==> src/rtl/flash_cmd_ctrl.sv <==
module flash_cmd_ctrl #(
  parameter int          ERASE_CYCLES = 1000,
  parameter int          ADDR_W       = 16,
  parameter int          BLK_W        = 4,
  parameter logic [7:0]  ARRAY_FILL   = 8'hFF
) (
  input  logic              clk,
  input  logic              rst_n,
  input  logic              wr_en,
  input  logic [7:0]        wr_data,
  input  logic [ADDR_W-1:0] wr_addr,
  input  logic              ce_n,
  input  logic              oe_n,
  input  logic              vpp_low,
  input  logic              force_fail,
  output logic [7:0]        rd_data,
  output logic              busy,
  output logic [BLK_W-1:0]  erase_blk
);

  localparam int CW = $clog2(ERASE_CYCLES + 1);
  localparam logic [7:0] C_SETUP = 8'h20;
  localparam logic [7:0] C_CONF  = 8'hD0;
  localparam logic [7:0] C_CLR   = 8'h50;
  localparam logic [7:0] C_ARR   = 8'hFF;

  typedef enum logic [1:0] {S_IDLE, S_SETUP, S_ERASE} st_t;

  st_t           st;
  logic [CW-1:0] cnt;
  logic          rd_stat, fail_q;
  logic          f_vpp, f_seq, f_ers;
  logic          rd_act, rd_act_q;
  logic [7:0]    status;

  assign busy   = (st == S_ERASE);
  assign status = {~busy, 1'b0, f_ers, f_seq, f_vpp, 3'b000};
  assign rd_act = ~ce_n & ~oe_n;

  always_ff @(posedge clk) begin
    if (!rst_n) begin
      st        <= S_IDLE;
      cnt       <= '0;
      rd_stat   <= 1'b0;
      fail_q    <= 1'b0;
      f_vpp     <= 1'b0;
      f_seq     <= 1'b0;
      f_ers     <= 1'b0;
      erase_blk <= '0;
    end else begin
      case (st)
        S_IDLE: if (wr_en) begin
          case (wr_data)
            C_SETUP: begin st <= S_SETUP; rd_stat <= 1'b1; end
            C_CLR:   begin f_vpp <= 1'b0; f_seq <= 1'b0; f_ers <= 1'b0; end
            C_ARR:   rd_stat <= 1'b0;
            default: ;
          endcase
        end
        S_SETUP: if (wr_en) begin
          rd_stat <= 1'b1;
          if (wr_data == C_CONF) begin
            if (vpp_low) begin
              f_vpp <= 1'b1;
              f_ers <= 1'b1;
              st    <= S_IDLE;
            end else begin
              st        <= S_ERASE;
              cnt       <= CW'(ERASE_CYCLES - 1);
              fail_q    <= force_fail;
              erase_blk <= wr_addr[ADDR_W-1 -: BLK_W];
            end
          end else begin
            f_seq <= 1'b1;
            f_ers <= 1'b1;
            st    <= S_IDLE;
          end
        end
        S_ERASE: begin
          if (cnt == '0) begin
            st <= S_IDLE;
            if (fail_q) f_ers <= 1'b1;
          end else begin
            cnt <= cnt - 1'b1;
          end
        end
        default: st <= S_IDLE;
      endcase
    end
  end

  always_ff @(posedge clk) begin
    if (!rst_n) begin
      rd_act_q <= 1'b0;
      rd_data  <= '0;
    end else begin
      rd_act_q <= rd_act;
      if (rd_act && !rd_act_q)
        rd_data <= rd_stat ? status : ARRAY_FILL;
    end
  end

  AST_RESET_IDLE: assert property (@(posedge clk) !rst_n |=> !busy && !rd_stat);
  AST_SETUP_STATUS: assert property (@(posedge clk) disable iff (!rst_n)
    (st == S_IDLE && wr_en && wr_data == C_SETUP) |=> rd_stat && st == S_SETUP);
  AST_BUSY_START: assert property (@(posedge clk) disable iff (!rst_n)
    $rose(busy) |-> $past(wr_en && wr_data == C_CONF && !vpp_low));
  AST_BLK_STABLE: assert property (@(posedge clk) disable iff (!rst_n)
    (busy && $past(busy)) |-> $stable(erase_blk));
  AST_SEQ_ERR: assert property (@(posedge clk) disable iff (!rst_n)
    (st == S_SETUP && wr_en && wr_data != C_CONF) |=> f_seq && f_ers && !busy);
  AST_CLEAR: assert property (@(posedge clk) disable iff (!rst_n)
    (st == S_IDLE && wr_en && wr_data == C_CLR) |=> !f_vpp && !f_seq && !f_ers);
  AST_ERR_STICKY: assert property (@(posedge clk) disable iff (!rst_n)
    (f_ers && !(st == S_IDLE && wr_en && wr_data == C_CLR)) |=> f_ers);
  AST_VPP_BLOCK: assert property (@(posedge clk) disable iff (!rst_n)
    (st == S_SETUP && wr_en && wr_data == C_CONF && vpp_low) |=> !busy && f_vpp);
  AST_RD_HOLD: assert property (@(posedge clk) disable iff (!rst_n)
    (rd_act && rd_act_q) |=> $stable(rd_data));
  AST_BUSY_STAT: assert property (@(posedge clk) disable iff (!rst_n)
    busy |=> rd_stat);

endmodule

==> config.mk <==
export PLATFORM = sky130hd
export DESIGN_NAME = flash_cmd_ctrl
export DESIGN_NICKNAME = d
export VERILOG_FILES = /design/src/rtl/flash_cmd_ctrl.sv
export SDC_FILE = /design/constraint.sdc
export NUM_CORES = 1
export LEC_CHECK = 0
export ABC_AREA = 1
export ABC_CLOCK_PERIOD_IN_PS = 3600
export BUFFER_PORTS_ARGS = -buffer_cell sky130_fd_sc_hd__buf_2
export CAP_MARGIN = 40
export CORE_UTILIZATION = 45
export CTS_BUF_LIST = sky130_fd_sc_hd__clkbuf_4
export DETAILED_ROUTE_END_ITERATION = 16
export PLACE_DENSITY = 0.7
export SKIP_CTS_REPAIR_TIMING = 1
export SYNTH_ARGS = -nofsm -noshare
export SYNTH_HDL_FRONTEND = slang
export SYNTH_SLANG_ARGS = --single-unit
==> constraint.sdc <==
create_clock -name clk -period 3.6 [get_ports clk]
set_input_delay 0.54 -clock clk [delete_from_list [all_inputs] [get_ports clk]]
set_output_delay 0.54 -clock clk [all_outputs]
set_load 0.01 [all_outputs]
==> flow_metrics.py, run 1 <==
metrics = {
    "worst_setup_path": {
        "end_kind": "flip-flop",
        "crit_type": "flip-flop to flip-flop",
        "r2r_slack_ns": 1.52,
        "required_ns": 3.85,
        "arrival_ns": 2.33,
        "setup.worst_path.start_class": "flip-flop",
        "crit_fanout": 12,
    },
    "cells_and_area": {
        "antenna_cells": 0,
        "nNetsFinal": 317,
        "drive_above_1_share_pct": 19.7,
        "layout-area-overhead-vs-synth_pct": 11.3,
        "final_cells": 325,
    },
    "cts": {
        "ctsLongestPathBuffers": 2,
        "cts_root_buffer": "clkbuf_4",
        "cts_tree": "done",
        "path_clk_slew_ns": 0.14,
        "htreeDepth": 1,
        "clock-sinks": 27,
        "numCtsBuffers": 3,
        "clk_latency_ns": 0.33,
    },
    "floorplanning": {
        "ios": 44,
        "initial_core_util_pct": 48.0,
        "die_h_um": 62.1,
        "dieWidth_um": 62.1,
        "num_rows": 21,
        "core_area_um2": 3390,
        "die-area_um2": 3860,
    },
    "timing": {
        "setup_tns_ns": 0,
        "worst_slew_pin_slew_ns": 0.539,
        "finClkSkew_ns": 0.00954,
        "finalHoldViolCount": 0,
        "finalMaxSlewViolations": 0,
        "fin_crit_sh_pct": 57.8,
        "clock.fmax_ghz": 0.480,
        "finalSetupViolations": 0,
        "rsz0062_at_grt": "false",
        "fin_ws_ns": 1.52,
        "relSlewSlack_pct": 64.0,
        "final.min_clock_period_ns": 2.08,
    },
    "yosys": {
        "ys_top_cells_by_count": "nand2_1 (57), nor2_1 (47), inv_1 (28)",
        "synth-simple-area-share_pct": 39.5,
        "synth_warnings": 0,
        "synth_area_per_cell_um2": 6.43,
        "synth_nets": 290,
        "synth.most_common_cell": "nand2_1",
        "ys_ff_latch": 27,
        "synth_top_family_by_area": "simple AND/OR/NAND/NOR gates",
        "synthCells": 253,
        "yosysTopAreaCellShare_pct": 33.2,
        "synthMuxAreaShare_pct": 0,
        "async_flop_share_pct": 0,
        "yosysUniqueCellTypes": 22,
        "synth_edf_count": 0,
        "synth_xor_area_share_pct": 0,
        "syn_area_um2": 1630,
        "synth_compound_area_share_pct": 10.8,
        "synthTopCellsByArea": "dfxtp_1 (33%), nand2_1 (13%), nor2_1 (11%), a21oi_1 (6.5%), inv_1 (6.5%)",
        "synth_top_area_cell": "dfxtp_1",
        "synthAdderAreaFrac_pct": 4.61,
        "synthFlopType": "dfxtp_1",
        "seq_area_frac_synth_pct": 33.2,
    },
    "route": {
        "drcViolationCount": 0,
        "via_count": 1523,
        "routed_wl_um": 3110,
        "viasPerCell": 4.69,
        "drt_first_pass_iters": 4,
        "wire_per_inst_um": 9.58,
        "ant_nets": 0,
        "drt_iter0_drc": 120,
    },
    "grt": {
        "track_usage_pct": 18.1,
        "grt_pass1_vias": 1382,
        "grt_first_pass_wirelength_um": 5740,
        "grt_max_degree": 24,
        "antenna_found_initial": 0,
        "overflow": 0,
    },
    "pwr": {
        "p_seq_share_pct": 32.3,
        "combPwrFrac_pct": 57.1,
        "ir_drop_mv": 0.270,
        "p_clk_share_pct": 10.6,
        "p_sw_w": 0.000622,
        "swShare_pct": 47.8,
        "p_per_area_nw_per_um2": 719,
        "p_int_w": 0.000681,
        "p_leak_nw": 0.913,
    },
    "placement": {
        "place_congestion": 0.819,
        "dp_cells": 321,
        "io_buffers": 31,
        "hpwl_um": 2370,
        "place_ws_ns": 1.47,
    },
    "hold_path": {
        "hold_class": "input pin to flip-flop",
    },
    "outcome": {
        "status": "finished, final reports clean",
    },
    "run": {
        "cap_violations": 0,
    },
}
registers in the layout (all words and copies together), names as in the netlist:
signal and flops:
rd_stat 1, f_vpp 1, fail_q 1, st 2, f_seq 1, rd_data 5
cnt 10, erase_blk 4, f_ers 1, rd_act_q 1
per-stage QoR:
stage / power (W) / hold WS, ns / util, % / area, um2
final: 0.00130 / 0.379 / 53.5 / 1810
after global routing: 0.00147 / 0.354 / 53.5 / 1810
after CTS: 0.00131 / 0.362 / 53.5 / 1810
after detailed placement: 0.00117 / 0.437 / 52.6 / 1780
after global placement: 0.00116 / 0.431 / 52.6 / 1780
after floorplan: 0.00104 / 0.429 / - / 1630
path summary, 6_finish.rpt:
path                      from      endpoint  cells after the start
hold / removal            ce_n      rd_act_q                      2
setup / recovery         st[0]        cnt[9]                      7
setup reg to reg         st[0]        cnt[9]                      7
hold reg to reg   erase_blk[1]  erase_blk[1]                      2
cell families (layout without fill, tap and decap cells):
group | after synthesis | after routing
AO/OA/AOI/OAI | 35 | 35
adder cells (fa/ha/maj) | 6 | 6
buffers and inverters | 45 | 71
flip-flops | 27 | 27
AND/OR/NAND/NOR | 140 | 140
cells in the final DEF (no fill, tap or decap), types with 6 or more instances in the layout:
cell type,netlist,layout
nand3_1,15,15
inv_1,28,28
dfxtp_1,27,27
nor2_1,47,47
inv_2,8,8
o21ai_0,14,14
nor3_1,6,6
nand2_1,57,57
ha_1,6,6
a21oi_1,21,21
buf_2,2,31
cell type report:
class	count	area (um2)
inverters	36	135
clock buffers	4	30.0
fillers	357	1580
well taps	46	57.6
repair buffers	31	155
flip-flops and latches	27	541
multi-input cells	181	893
routing by layer:
metal,track usage [%],up-vias,part of all wire [%]
li1,-,841,-
met2,30.4,26,46
met3,3.86,6,3.3
met4,7.56,0,1.6
met1,22.2,650,49
met5,0,-,0
power groups by stage:
stage	Clock, W	Sequential (W)	Combinational (W)
3_3_place_gp	0	0.000426	0.000730
2_1_floorplan	0	0.000418	0.000623
3_5_place_dp	0	0.000427	0.000742
4_1_cts	0.000148	0.000421	0.000744
6_report	0.000139	0.000420	0.000744
5_1_grt	0.000161	0.000432	0.000878
worst max-delay path: stages (launching register included):
cell and delay [ns]:
dfxtp_1 0.36, inv_1 0.12, ha_1 0.45, nand4_1 0.53, nand2_2 0.37, nand2_1 0.08
nand2_1 0.06, nor2_1 0.04
Note: power is estimated with default switching activity, not from simulation.
==> inputs of run 2 (changes only) <==
--- a/config.mk
+++ b/config.mk
@@ -6,7 +6,7 @@
 export NUM_CORES = 1
 export LEC_CHECK = 0
 export ABC_AREA = 1
-export ABC_CLOCK_PERIOD_IN_PS = 3600
+export ABC_CLOCK_PERIOD_IN_PS = 2100
 export BUFFER_PORTS_ARGS = -buffer_cell sky130_fd_sc_hd__buf_2
 export CAP_MARGIN = 40
 export CORE_UTILIZATION = 45
==> constraint.sdc (replaced) <==
create_clock -name clk -period 2.1 [get_ports clk]
set_input_delay 0.315 -clock clk [delete_from_list [all_inputs] [get_ports clk]]
set_output_delay 0.315 -clock clk [all_outputs]
set_load 0.01 [all_outputs]
==> run 2 against run 1 <==
  * Wire length shrank 2.7%
  * Global-route usage shrank 0.76 points
  * Non-clock buffer count grew 2
  * Cell area grew 0.90%
  * Sequential power grew 72%
  * Via count shrank 2.1%
  * Hold slack lost 0.25 ns
  * Setup slack lost 1.2 ns
  * First-iteration DRC count shrank 42%
  * Clock-buffer cell count shrank 1
  * Critical path depth shrank 4
  * Register-to-register slack lost 1.2 ns
  * Critical path type is now flip-flop to output pin
  * Critical endpoint is now busy
==> flow_metrics.py, run 2 (synthesis results as in run 1) <==
metrics = {
    "outcome": {
        "status": "finished, final reports clean",
    },
    "hold_path": {
        "hold_class": "input pin to flip-flop",
        "min_to": "rd_act_q",
        "hold_depth": 2,
        "hp-start": "ce_n",
    },
    "cells_and_area": {
        "drive_above_1_share_pct": 20.3,
        "final_cell_mix": "nand2_1 (57), nor2_1 (47), buf_2 (31)",
        "final_cells": 327,
        "top_register": "cnt",
        "reg_top3": "cnt: 10 flops, rd_data: 5 flops, erase_blk: 4 flops",
        "nNetsFinal": 319,
        "antenna_cells": 0,
        "layout_commonest_cell": "nand2_1",
        "layout-area-overhead-vs-synth_pct": 12.3,
        "largest_register_ffs": 10,
        "postLayoutCellArea_um2": 1830,
        "nFillCells": 346,
    },
    "grt": {
        "antenna_found_initial": 0,
        "grt_pass1_vias": 1373,
        "grt_first_pass_wirelength_um": 5550,
        "grt_max_degree": 24,
        "overflow": 0,
        "track_usage_pct": 17.3,
    },
    "timing": {
        "relSlewSlack_pct": 68.4,
        "setup_tns_ns": 0,
        "finalSetupViolations": 0,
        "final.min_clock_period_ns": 1.81,
        "finClkSkew_ns": 0.00940,
        "worst_slew_pin_slew_ns": 0.474,
        "fin_crit_sh_pct": 86.3,
        "clock.fmax_ghz": 0.552,
        "rsz0062_at_grt": "false",
        "finalMaxSlewViolations": 0,
        "whs_ns": 0.131,
        "finalHoldViolCount": 0,
    },
    "placement": {
        "placed_cell_area_um2": 1800,
        "dp_cells": 323,
        "place_congestion": 0.782,
        "hpwl_um": 2360,
        "io_buffers": 31,
    },
    "route": {
        "routed_wl_um": 3030,
        "ant_nets": 0,
        "drcViolationCount": 0,
        "wire_per_inst_um": 9.27,
        "via_count": 1491,
        "viasPerCell": 4.56,
        "drt_first_pass_iters": 4,
        "drt_iter0_drc": 70,
    },
    "pwr": {
        "p_leak_nw": 0.921,
        "ir_drop_mv": 0.507,
        "p_per_area_nw_per_um2": 1230,
    },
    "floorplanning": {
        "ios": 44,
        "core_area_um2": 3390,
        "num_rows": 21,
        "die_h_um": 62.1,
        "initial_core_util_pct": 48.0,
        "dieWidth_um": 62.1,
        "die-area_um2": 3860,
    },
    "worst_setup_path": {
        "rr_worst_depth": 10,
        "r2r_slack_ns": 0.34,
        "end_kind": "output pin",
        "setup.worst_path.start_class": "flip-flop",
        "reg2reg_from": "st[1]",
        "required_ns": 1.78,
        "arrival_ns": 1.50,
        "rr_endpoint": "cnt[8]",
        "crit_fanout": 12,
        "crit_type": "flip-flop to output pin",
    },
    "cts": {
        "path_clk_slew_ns": 0.16,
        "cts_root_buffer": "clkbuf_4",
        "clock-sinks": 27,
        "htreeDepth": 1,
        "clk_latency_ns": 0.33,
        "cts_tree": "done",
        "ctsLongestPathBuffers": 2,
        "numCtsBuffers": 3,
    },
    "run": {
        "cap_violations": 0,
    },
}
==> run 2: cell count changes in the layout (fill, tap and decap cells not counted) <==
cell	change
buf_4	+2
clkbuf_4	-1
inv_6	+1
==> run 2: metrics by stage <==
step	setup WS [ns]	util [%]	power (W)
finish	0.288	53.9	0.00225
global route	0.139	53.9	0.00253
CTS	0.274	53.9	0.00226
detailed placement	0.355	53.0	0.00202
global placement	0.343	53.0	0.00200
floorplan	0.640	-	0.00178
==> run 2: cell type report <==
cell class | count | area (um2) | share of cell area [%]
tap | 46 | 57.6 | 3.15
inverter | 36 | 135 | 7.39
multi-input combinational | 181 | 893 | 48.9
timing repair buffer | 33 | 170 | 9.31
clock buffer | 3 | 22.5 | 1.23
sequential | 27 | 541 | 29.6
clock inverter | 1 | 8.76 | 0.479
==> run 2: power breakdown <==
part	switching (W)	leakage, nW	total (W)	internal (W)
clock	0.000165	0.0183	0.000243	0.0000777
sequential	0.0000878	0.219	0.000721	0.000633
combinational	0.000817	0.683	0.00128	0.000464
total	0.00107	0.921	0.00225	0.00117
==> run 2: critical path, stage by stage, from the launching register on <==
cell and delay [ns]:
dfxtp_1 0.36, inv_1 0.11, ha_1 0.47, buf_2 0.22
==> run 2: routing by layer <==
| layer | vias to the layer above | global-route usage, % | part of all wire, % |
|---|---|---|---|
| met5 | - | 0 | 0 |
| met3 | 2 | 3.49 | 2.8 |
| met2 | 17 | 32.1 | 48 |
| li1 | 848 | - | - |
| met1 | 624 | 20.0 | 49 |
| met4 | 0 | 4.36 | 0.59 |
==> run 2: worst max path at each step <==
stage	start	endpoint	slack (ns)	depth (start not counted)
6_report	st[0]	busy	0.29	3
4_1_cts	st[0]	busy	0.27	3
5_1_grt	st[1]	cnt[9]	0.14	10
2_1_floorplan	st[0]	cnt[0]	0.64	7
3_5_place_dp	st[1]	cnt[8]	0.36	9
3_3_place_gp	st[1]	cnt[8]	0.34	9
